--- src/rtl/gpio_mux_pkg.sv ---
package gpio_mux_pkg;
    localparam int ADDR_W = 4;
    localparam int BUS_W  = 32;
    localparam int NREGS  = 5;

    // Index of each set/clear register in the register bank
    localparam int IDX_MODE = 0;
    localparam int IDX_FSEL = 1;
    localparam int IDX_OE   = 2;
    localparam int IDX_OUT  = 3;
    localparam int IDX_PU   = 4;

    typedef enum logic [ADDR_W-1:0] {
        ADR_MODE_SET  = 4'd0,
        ADR_MODE_CLR  = 4'd1,
        ADR_MODE_STAT = 4'd2,
        ADR_FSEL_A    = 4'd3,
        ADR_FSEL_B    = 4'd4,
        ADR_FSEL_STAT = 4'd5,
        ADR_OE_SET    = 4'd6,
        ADR_OE_CLR    = 4'd7,
        ADR_OE_STAT   = 4'd8,
        ADR_OUT_SET   = 4'd9,
        ADR_OUT_CLR   = 4'd10,
        ADR_OUT_STAT  = 4'd11,
        ADR_PU_SET    = 4'd12,
        ADR_PU_CLR    = 4'd13,
        ADR_PU_STAT   = 4'd14,
        ADR_PIN_STAT  = 4'd15
    } reg_addr_e;
endpackage

--- src/rtl/gpio_sc_reg.sv ---
// One per-line control word written through separate set and clear strobes
module gpio_sc_reg #(
    parameter int               W   = 32,
    parameter logic [W-1:0]     RST = '0
) (
    input  logic         clk,
    input  logic         rst_n,
    input  logic         set_en,
    input  logic         clr_en,
    input  logic [W-1:0] wdata,
    output logic [W-1:0] q
);
    always_ff @(posedge clk) begin
        if (!rst_n) begin
            q <= RST;
        end else if (set_en) begin
            q <= q | wdata;
        end else if (clr_en) begin
            q <= q & ~wdata;
        end
    end
endmodule

--- src/rtl/gpio_reg_decode.sv ---
// Write strobe decode and read-back multiplexer
module gpio_reg_decode
    import gpio_mux_pkg::*;
#(
    parameter int NLINES = 32
) (
    input  logic                          bus_wr,
    input  logic [ADDR_W-1:0]             bus_addr,
    input  logic [NREGS-1:0][NLINES-1:0]  regs_q,
    input  logic [NLINES-1:0]             pad_in,
    output logic [NREGS-1:0]              set_en,
    output logic [NREGS-1:0]              clr_en,
    output logic [BUS_W-1:0]              bus_rdata
);
    reg_addr_e adr;
    assign adr = reg_addr_e'(bus_addr);

    always_comb begin
        set_en = '0;
        clr_en = '0;
        if (bus_wr) begin
            unique case (adr)
                ADR_MODE_SET: set_en[IDX_MODE] = 1'b1;
                ADR_MODE_CLR: clr_en[IDX_MODE] = 1'b1;
                ADR_FSEL_B:   set_en[IDX_FSEL] = 1'b1;
                ADR_FSEL_A:   clr_en[IDX_FSEL] = 1'b1;
                ADR_OE_SET:   set_en[IDX_OE]   = 1'b1;
                ADR_OE_CLR:   clr_en[IDX_OE]   = 1'b1;
                ADR_OUT_SET:  set_en[IDX_OUT]  = 1'b1;
                ADR_OUT_CLR:  clr_en[IDX_OUT]  = 1'b1;
                ADR_PU_SET:   set_en[IDX_PU]   = 1'b1;
                ADR_PU_CLR:   clr_en[IDX_PU]   = 1'b1;
                default: ;
            endcase
        end
    end

    always_comb begin
        bus_rdata = '0;
        unique case (adr)
            ADR_MODE_STAT: bus_rdata[NLINES-1:0] = regs_q[IDX_MODE];
            ADR_FSEL_STAT: bus_rdata[NLINES-1:0] = regs_q[IDX_FSEL];
            ADR_OE_STAT:   bus_rdata[NLINES-1:0] = regs_q[IDX_OE];
            ADR_OUT_STAT:  bus_rdata[NLINES-1:0] = regs_q[IDX_OUT];
            ADR_PU_STAT:   bus_rdata[NLINES-1:0] = regs_q[IDX_PU];
            ADR_PIN_STAT:  bus_rdata[NLINES-1:0] = pad_in;
            default: ;
        endcase
    end
endmodule

--- src/rtl/gpio_pad_route.sv ---
// Per-line choice of pad driver and gating of function inputs
module gpio_pad_route #(
    parameter int NLINES = 32
) (
    input  logic [NLINES-1:0] periph,
    input  logic [NLINES-1:0] sel_b,
    input  logic [NLINES-1:0] sw_out,
    input  logic [NLINES-1:0] sw_oe,
    input  logic [NLINES-1:0] pa_out,
    input  logic [NLINES-1:0] pa_oe,
    input  logic [NLINES-1:0] pb_out,
    input  logic [NLINES-1:0] pb_oe,
    input  logic [NLINES-1:0] pad_in,
    output logic [NLINES-1:0] pad_out,
    output logic [NLINES-1:0] pad_oe,
    output logic [NLINES-1:0] pa_in,
    output logic [NLINES-1:0] pb_in
);
    for (genvar i = 0; i < NLINES; i++) begin : g_line
        logic fn_out, fn_oe;
        assign fn_out     = sel_b[i] ? pb_out[i] : pa_out[i];
        assign fn_oe      = sel_b[i] ? pb_oe[i]  : pa_oe[i];
        assign pad_out[i] = periph[i] ? fn_out : sw_out[i];
        assign pad_oe[i]  = periph[i] ? fn_oe  : sw_oe[i];
        assign pa_in[i]   = pad_in[i] & periph[i] & ~sel_b[i];
        assign pb_in[i]   = pad_in[i] & periph[i] &  sel_b[i];
    end
endmodule

--- src/rtl/gpio_mux.sv ---
module gpio_mux
    import gpio_mux_pkg::*;
#(
    parameter int                NLINES     = 32,
    parameter logic [NLINES-1:0] RST_PERIPH = '0,
    parameter logic [NLINES-1:0] RST_SEL_B  = '0
) (
    input  logic              clk,
    input  logic              rst_n,
    input  logic              bus_wr,
    input  logic [3:0]        bus_addr,
    input  logic [31:0]       bus_wdata,
    output logic [31:0]       bus_rdata,
    input  logic [NLINES-1:0] pa_out,
    input  logic [NLINES-1:0] pa_oe,
    output logic [NLINES-1:0] pa_in,
    input  logic [NLINES-1:0] pb_out,
    input  logic [NLINES-1:0] pb_oe,
    output logic [NLINES-1:0] pb_in,
    output logic [NLINES-1:0] pad_out,
    output logic [NLINES-1:0] pad_oe,
    input  logic [NLINES-1:0] pad_in,
    output logic [NLINES-1:0] pad_pu
);
    localparam logic [NREGS-1:0][NLINES-1:0] RST_WORDS =
        {{NLINES{1'b1}}, {NLINES{1'b0}}, {NLINES{1'b0}}, RST_SEL_B, RST_PERIPH};

    logic [NREGS-1:0][NLINES-1:0] regs_q;
    logic [NREGS-1:0]             set_en, clr_en;

    gpio_reg_decode #(.NLINES(NLINES)) u_dec (
        .bus_wr    (bus_wr),
        .bus_addr  (bus_addr),
        .regs_q    (regs_q),
        .pad_in    (pad_in),
        .set_en    (set_en),
        .clr_en    (clr_en),
        .bus_rdata (bus_rdata)
    );

    for (genvar r = 0; r < NREGS; r++) begin : g_reg
        gpio_sc_reg #(.W(NLINES), .RST(RST_WORDS[r])) u_reg (
            .clk    (clk),
            .rst_n  (rst_n),
            .set_en (set_en[r]),
            .clr_en (clr_en[r]),
            .wdata  (bus_wdata[NLINES-1:0]),
            .q      (regs_q[r])
        );
    end

    gpio_pad_route #(.NLINES(NLINES)) u_route (
        .periph  (regs_q[IDX_MODE]),
        .sel_b   (regs_q[IDX_FSEL]),
        .sw_out  (regs_q[IDX_OUT]),
        .sw_oe   (regs_q[IDX_OE]),
        .pa_out  (pa_out),
        .pa_oe   (pa_oe),
        .pb_out  (pb_out),
        .pb_oe   (pb_oe),
        .pad_in  (pad_in),
        .pad_out (pad_out),
        .pad_oe  (pad_oe),
        .pa_in   (pa_in),
        .pb_in   (pb_in)
    );

    assign pad_pu = regs_q[IDX_PU];
endmodule

--- config.mk ---
export PLATFORM = sky130hd
export DESIGN_NAME = gpio_mux
export DESIGN_NICKNAME = d
export VERILOG_FILES = /design/src/rtl/gpio_mux_pkg.sv /design/src/rtl/gpio_sc_reg.sv /design/src/rtl/gpio_reg_decode.sv /design/src/rtl/gpio_pad_route.sv /design/src/rtl/gpio_mux.sv
export SDC_FILE = /design/constraint.sdc
export NUM_CORES = 1
export LEC_CHECK = 0
export BUFFER_PORTS_ARGS = -buffer_cell sky130_fd_sc_hd__buf_2
export CORE_AREA = 3 3 150 152
export DETAILED_ROUTE_END_ITERATION = 8
export DIE_AREA = 0 0 153 155
export PLACE_DENSITY = 0.85
export SKIP_LAST_GASP = 1
export SLEW_MARGIN = 25
export SYNTH_ARGS = -nofsm -noshare
export SYNTH_HDL_FRONTEND = slang
export SYNTH_SLANG_ARGS = --single-unit
export TNS_END_PERCENT = 30
--- constraint.sdc ---
create_clock -name clk -period 2.3 [get_ports clk]
set_input_delay 0.23 -clock clk [delete_from_list [all_inputs] [get_ports clk]]
set_output_delay 0.23 -clock clk [all_outputs]
set_load 0.02 [all_outputs]
==> results of run 1 <==
==> layer usage <==
metal / GRT usage (%) / wire length, um / vias up
met3: 6.40 / 4280 / 112
met4: 12.6 / 1470 / 0
li1: - / - / 5049
met5: 0 / 0 / -
met1: 40.8 / 15100 / 5245
met2: 53.6 / 19200 / 823
==> final cells by class <==
| cell class | instances | area [um2] | area share [%] |
|---|---|---|---|
| clock buffer | 20 | 457 | 3.69 |
| clock inverter | 10 | 138 | 1.11 |
| inverter | 3 | 12.5 | 0.101 |
| multi-input combinational | 831 | 5810 | 46.9 |
| sequential | 160 | 3200 | 25.9 |
| tap | 275 | 344 | 2.78 |
| timing repair buffer | 439 | 2420 | 19.5 |
==> cell families after synthesis <==
| family | count (synthesis) |
|---|---|
| XOR/XNOR | 1 |
| flip-flops | 160 |
| multiplexers | 65 |
| AND/OR/NAND/NOR | 318 |
| buffers and inverters | 191 |
| AO/OA/AOI/OAI | 447 |
==> final timing paths <==
check / endpoint / startpoint / slack [ns]
hold / removal: flip-flop / bus_addr[0] / 0.12
setup reg to reg: flip-flop / flip-flop / 1.32
hold reg to reg: flip-flop / flip-flop / 0.52
setup / recovery: bus_rdata[8] / bus_addr[0] / 0.24
==> synthesized netlist by cell type (4+ instances only) <==
master and instances:
a21oi_1 132, a21oi_2 28, a22oi_1 76, a311oi_1 36, a311oi_2 28, a32o_1 65, a32oi_1 4, and3_1 72
and3b_1 9, and4b_1 4, buf_2 67, buf_4 19, buf_6 15, clkbuf_1 80, dfxtp_1 160, mux2i_1 64
nand2_1 34, nand2b_1 4, nand3_1 64, nor2_1 100, nor2b_1 8, nor3b_1 6, o211ai_1 10, o21ai_0 24
o21ai_1 18, o221ai_1 20
==> power by group through the flow <==
stage	registers (mW)	logic, mW	clock network [mW]
floorplan	2.91	0.680	0
global placement	2.94	1.08	0
detailed placement	2.95	1.10	0
CTS	2.88	1.10	2.93
global route	2.89	1.20	3.05
finish	2.89	1.12	2.90
==> worst max-delay path: stages <==
cell	delay, ns
buf_6	0.15
buf_4	0.32
buf_4	0.41
a32oi_1	0.18
o221ai_1	0.28
buf_2	0.23
==> flow_metrics.tcl, run 1 <==
set metrics [dict create \
    final_common_cell "buf_2" \
    relSlewSlack_pct 32.1 \
    grt_pass1_wl_um 60400 \
    yosys.area_share.simple_pct 17.0 \
    areaGrowthSynthToFinish_pct 23.9 \
    yosys.area_share.adder_pct 0 \
    critPathMaxFanout 34 \
    seqPwrFrac_pct 41.7 \
    syn_nets 1381 \
    power_switching_mw 1.94 \
    rsz0062_at_grt "false" \
    p_sw_share_pct 28.1 \
    synth_xor_area_share_pct 0.163 \
    clkPwrFrac_pct 42.0 \
    muxShareOfSynthArea_pct 6.56 \
    postCtsSetupBuffers 0 \
    final_cell_mix "buf_2 (388), dfxtp_1 (160), a21oi_1 (132)" \
    via_count 11200 \
    fillCellCount 1844 \
    port_buffers 390 \
    layout.nets 1651 \
    initialDrtViolationCount 1238 \
    timing.hold.ws_ns 0.116 \
    place_hpwl_um 28000 \
    combPwrFrac_pct 16.2 \
    finalCoreUtilization_pct 58.5 \
    drtAntennaViolNets 0 \
    diodes 0 \
    synth-seq-area-share_pct 32.0 \
    fin_cells 1738 \
    async_flop_share_pct 0 \
    start_util_pct 47.2 \
    antenna_found_initial 0 \
    cp.arrival_ns 1.83 \
    gp_congestion 0.905 \
    fmax_mhz 485 \
    hold_class "in -> reg" \
    drive_above_1_share_pct 37.0 \
    routed_via_density 6.46 \
    path_clk_slew_ns 0.06 \
    outcome "finished clean" \
    fin_crit_ns 2.06 \
    htreeDepth 4 \
    synth-main-ff-cell "dfxtp_1" \
    yosys.area.top_type "dfxtp_1" \
    rows 53 \
    routed_wirelength_um 40000 \
    grt_usage_pct 32.0 \
    dp_cells 1708 \
    ff2ff_path_depth 2 \
    dp_slack_ns 0.248 \
    ys_seq_elements 160 \
    slew_violations 0 \
    synth_top_family_by_area "compound AO/OA/AOI/OAI gates" \
    whs_path_depth 2 \
    final_area_mm2 0.0124 \
    fin_ws_ns 0.239 \
    dr.pass1.iters 6 \
    cts.path.max_buffers 2 \
    cap_violations 0 \
    yosys_warnings 0 \
    avgSynthCellArea_um2 8.46 \
    grt_overflow 0 \
    clk_latency_ns 0.42 \
    hold_viol 0 \
    cts_tree "yes" \
    start_kind "primary input" \
    power.density_mw_per_mm2 558 \
    worst_pin_slew_ns 1.02 \
    fp.dieH_um 155 \
    grt_pass1_vias 10500 \
    cts-resized-gates 0 \
    synth_edf_count 0 \
    power.internal_mw 4.97 \
    fin_worst_skew_ns 0 \
    holdBufCountCts 0 \
    cts_made_buffers 17 \
    cp.required_ns 2.07 \
    synth_cells 1182 \
    tns_ns 0 \
    finalCritPeriodShare_pct 89.6 \
    synth.top_cell.area_share_pct 32.0 \
    die_area_mm2 0.0237 \
    ios 391 \
    cts-root-buf "clkbuf_16" \
    place_area_mm2 0.0118 \
    cp-end-kind "output pin" \
    wire_per_inst_um 23.0 \
    core_area_mm2 0.0212 \
    finalSetupViolations 0 \
    syn-cell-area_mm2 0.00999 \
    drc 0 \
    cts.sinks 160 \
    peakVddDrop_mv 0.442 \
    worstSetupPathType "in -> out" \
    ys_top_cells_by_area "dfxtp_1 (32%), a21oi_1 (6.6%), a32o_1 (6.5%), mux2i_1 (6.4%), a22oi_1 (5.7%)" \
    dieWidth_um 153 \
    p_leak_nw 5.24 \
    synth_compound_area_share_pct 34.1 \
    ys_types 49 \
    grt_max_degree 65 \
    power.total_mw 6.91 \
]
(Power assumes the default switching activity.)
==> inputs of run 2 (changes only) <==
RECOVER_POWER = 50   (was unset)
==> run 2 against run 1 <==
Register-to-register slack is essentially flat. Sequential share of layout area increased by 0.61 points. Flip-flop and latch count stayed put. Critical endpoint is now bus_rdata[27]. Highest routed layer unchanged.
==> flow_metrics.tcl, run 2 (synthesized netlist as in run 1, its figures left out) <==
set metrics [dict create \
    layout.nets 1651 \
    slew_violations 0 \
    rows 53 \
    core_area_mm2 0.0212 \
    drc 0 \
    worst_pin_slew_ns 1.04 \
    diodes 0 \
    slowest_delay_ns 0.44 \
    grt_overflow 0 \
    final_common_cell "buf_2" \
    dr.pass1.iters 6 \
    grt_pass1_wl_um 60400 \
    combPwrFrac_pct 15.9 \
    p_sw_share_pct 28.1 \
    power.density_mw_per_mm2 569 \
    dieWidth_um 153 \
    antenna_found_initial 0 \
    rsz0062_at_grt "false" \
    tns_ns 0 \
    cts.path.max_buffers 2 \
    die_area_mm2 0.0237 \
    drtAntennaViolNets 0 \
    fin_crit_ns 2.08 \
    finalSetupViolations 0 \
    hold_class "in -> reg" \
    power_switching_mw 1.93 \
    grt_pass1_vias 10500 \
    cts-root-buf "clkbuf_16" \
    cp-end-kind "output pin" \
    peakVddDrop_mv 0.437 \
    cts_tree "yes" \
    outcome "finished clean" \
    critPathMaxFanout 41 \
    finalCritPeriodShare_pct 90.5 \
    routed_via_density 6.44 \
    place_hpwl_um 28000 \
    start_kind "primary input" \
    wire_per_inst_um 23.1 \
    path_cells "buf_6 > buf_4 > and4b_1 > a22oi_1 > o221ai_1 > buf_2" \
    cp_top_family "buffers and inverters" \
    drive_above_1_share_pct 30.6 \
    critPathBufInv 3 \
    final_cell_mix "buf_2 (327), dfxtp_1 (160), a21oi_1 (159)" \
    fp.dieH_um 155 \
    power.total_mw 6.89 \
    multiInputGateArea_mm2 0.00567 \
    fin_worst_skew_ns 0 \
    ios 391 \
    clkPwrFrac_pct 42.2 \
    start_util_pct 47.2 \
    cts_made_buffers 17 \
    relSlewSlack_pct 30.9 \
    holdBufCountCts 0 \
    worstSetupPathType "in -> out" \
    clk_latency_ns 0.42 \
    gp_congestion 0.905 \
    crit_slowest_cell "buf_4" \
    routed_wirelength_um 40100 \
    seq_area_mm2 0.00320 \
    grt_max_degree 65 \
    via_count 11200 \
    path_clk_slew_ns 0.06 \
    htreeDepth 4 \
    cap_violations 0 \
    postCtsSetupBuffers 0 \
    initialDrtViolationCount 1321 \
    port_buffers 390 \
    p_leak_nw 5.02 \
    cts-resized-gates 0 \
    grt_usage_pct 32.0 \
    cp.required_ns 2.07 \
    seqPwrFrac_pct 41.9 \
    power.internal_mw 4.95 \
    fmax_mhz 481 \
    areaGrowthSynthToFinish_pct 21.0 \
    cts.sinks 160 \
    cp.arrival_ns 1.85 \
    fillCellCount 1928 \
    hold_viol 0 \
]
==> run 2: final timing paths <==
path,from,endpoint,slack [ns],cells after the start
max,bus_addr[0],bus_rdata[27],0.22,6
min,bus_addr[0],flip-flop,0.11,2
max reg2reg,flip-flop,flip-flop,1.31,2
min reg2reg,flip-flop,flip-flop,0.52,1
==> run 2: metal layers <==
| metal | share of wire, % | GRT usage (%) | up-vias |
|---|---|---|---|
| li1 | - | - | 5042 |
| met1 | 38 | 40.8 | 5201 |
| met2 | 48 | 53.6 | 827 |
| met3 | 11 | 6.40 | 119 |
| met4 | 3.8 | 12.6 | 0 |
| met5 | 0 | 0 | - |
==> run 2: cell type report <==
type | instances | area share (%)
Multi-Input combinational cell | 831 | 46.9
Inverter | 3 | 0.103
Tap cell | 275 | 2.84
Clock inverter | 10 | 1.14
Clock buffer | 20 | 3.78
Timing Repair Buffer | 439 | 18.8
Sequential cell | 160 | 26.5
==> run 2: metrics by stage <==
stage | area (um2) | cells | setup WS [ns] | hold slack, ns | utilization, %
after floorplan | 9990 | 1182 | 0.631 | 0.484 | -
after global placement | 11800 | 1708 | 0.318 | 0.503 | 55.7
after detailed placement | 11800 | 1708 | 0.248 | 0.510 | 55.7
after CTS | 12400 | 1738 | 0.287 | 0.0937 | 58.5
after global routing | 12100 | 1738 | 0.174 | 0.110 | 57.2
final | 12100 | 1738 | 0.219 | 0.111 | 57.2
==> run 2: power groups by stage <==
| stage | logic (mW) | registers, mW | clock network [mW] |
|---|---|---|---|
| finish | 1.09 | 2.88 | 2.91 |
| global route | 1.17 | 2.89 | 3.05 |
| CTS | 1.10 | 2.88 | 2.93 |
| detailed placement | 1.10 | 2.95 | 0 |
| global placement | 1.08 | 2.94 | 0 |
| floorplan | 0.680 | 2.91 | 0 |
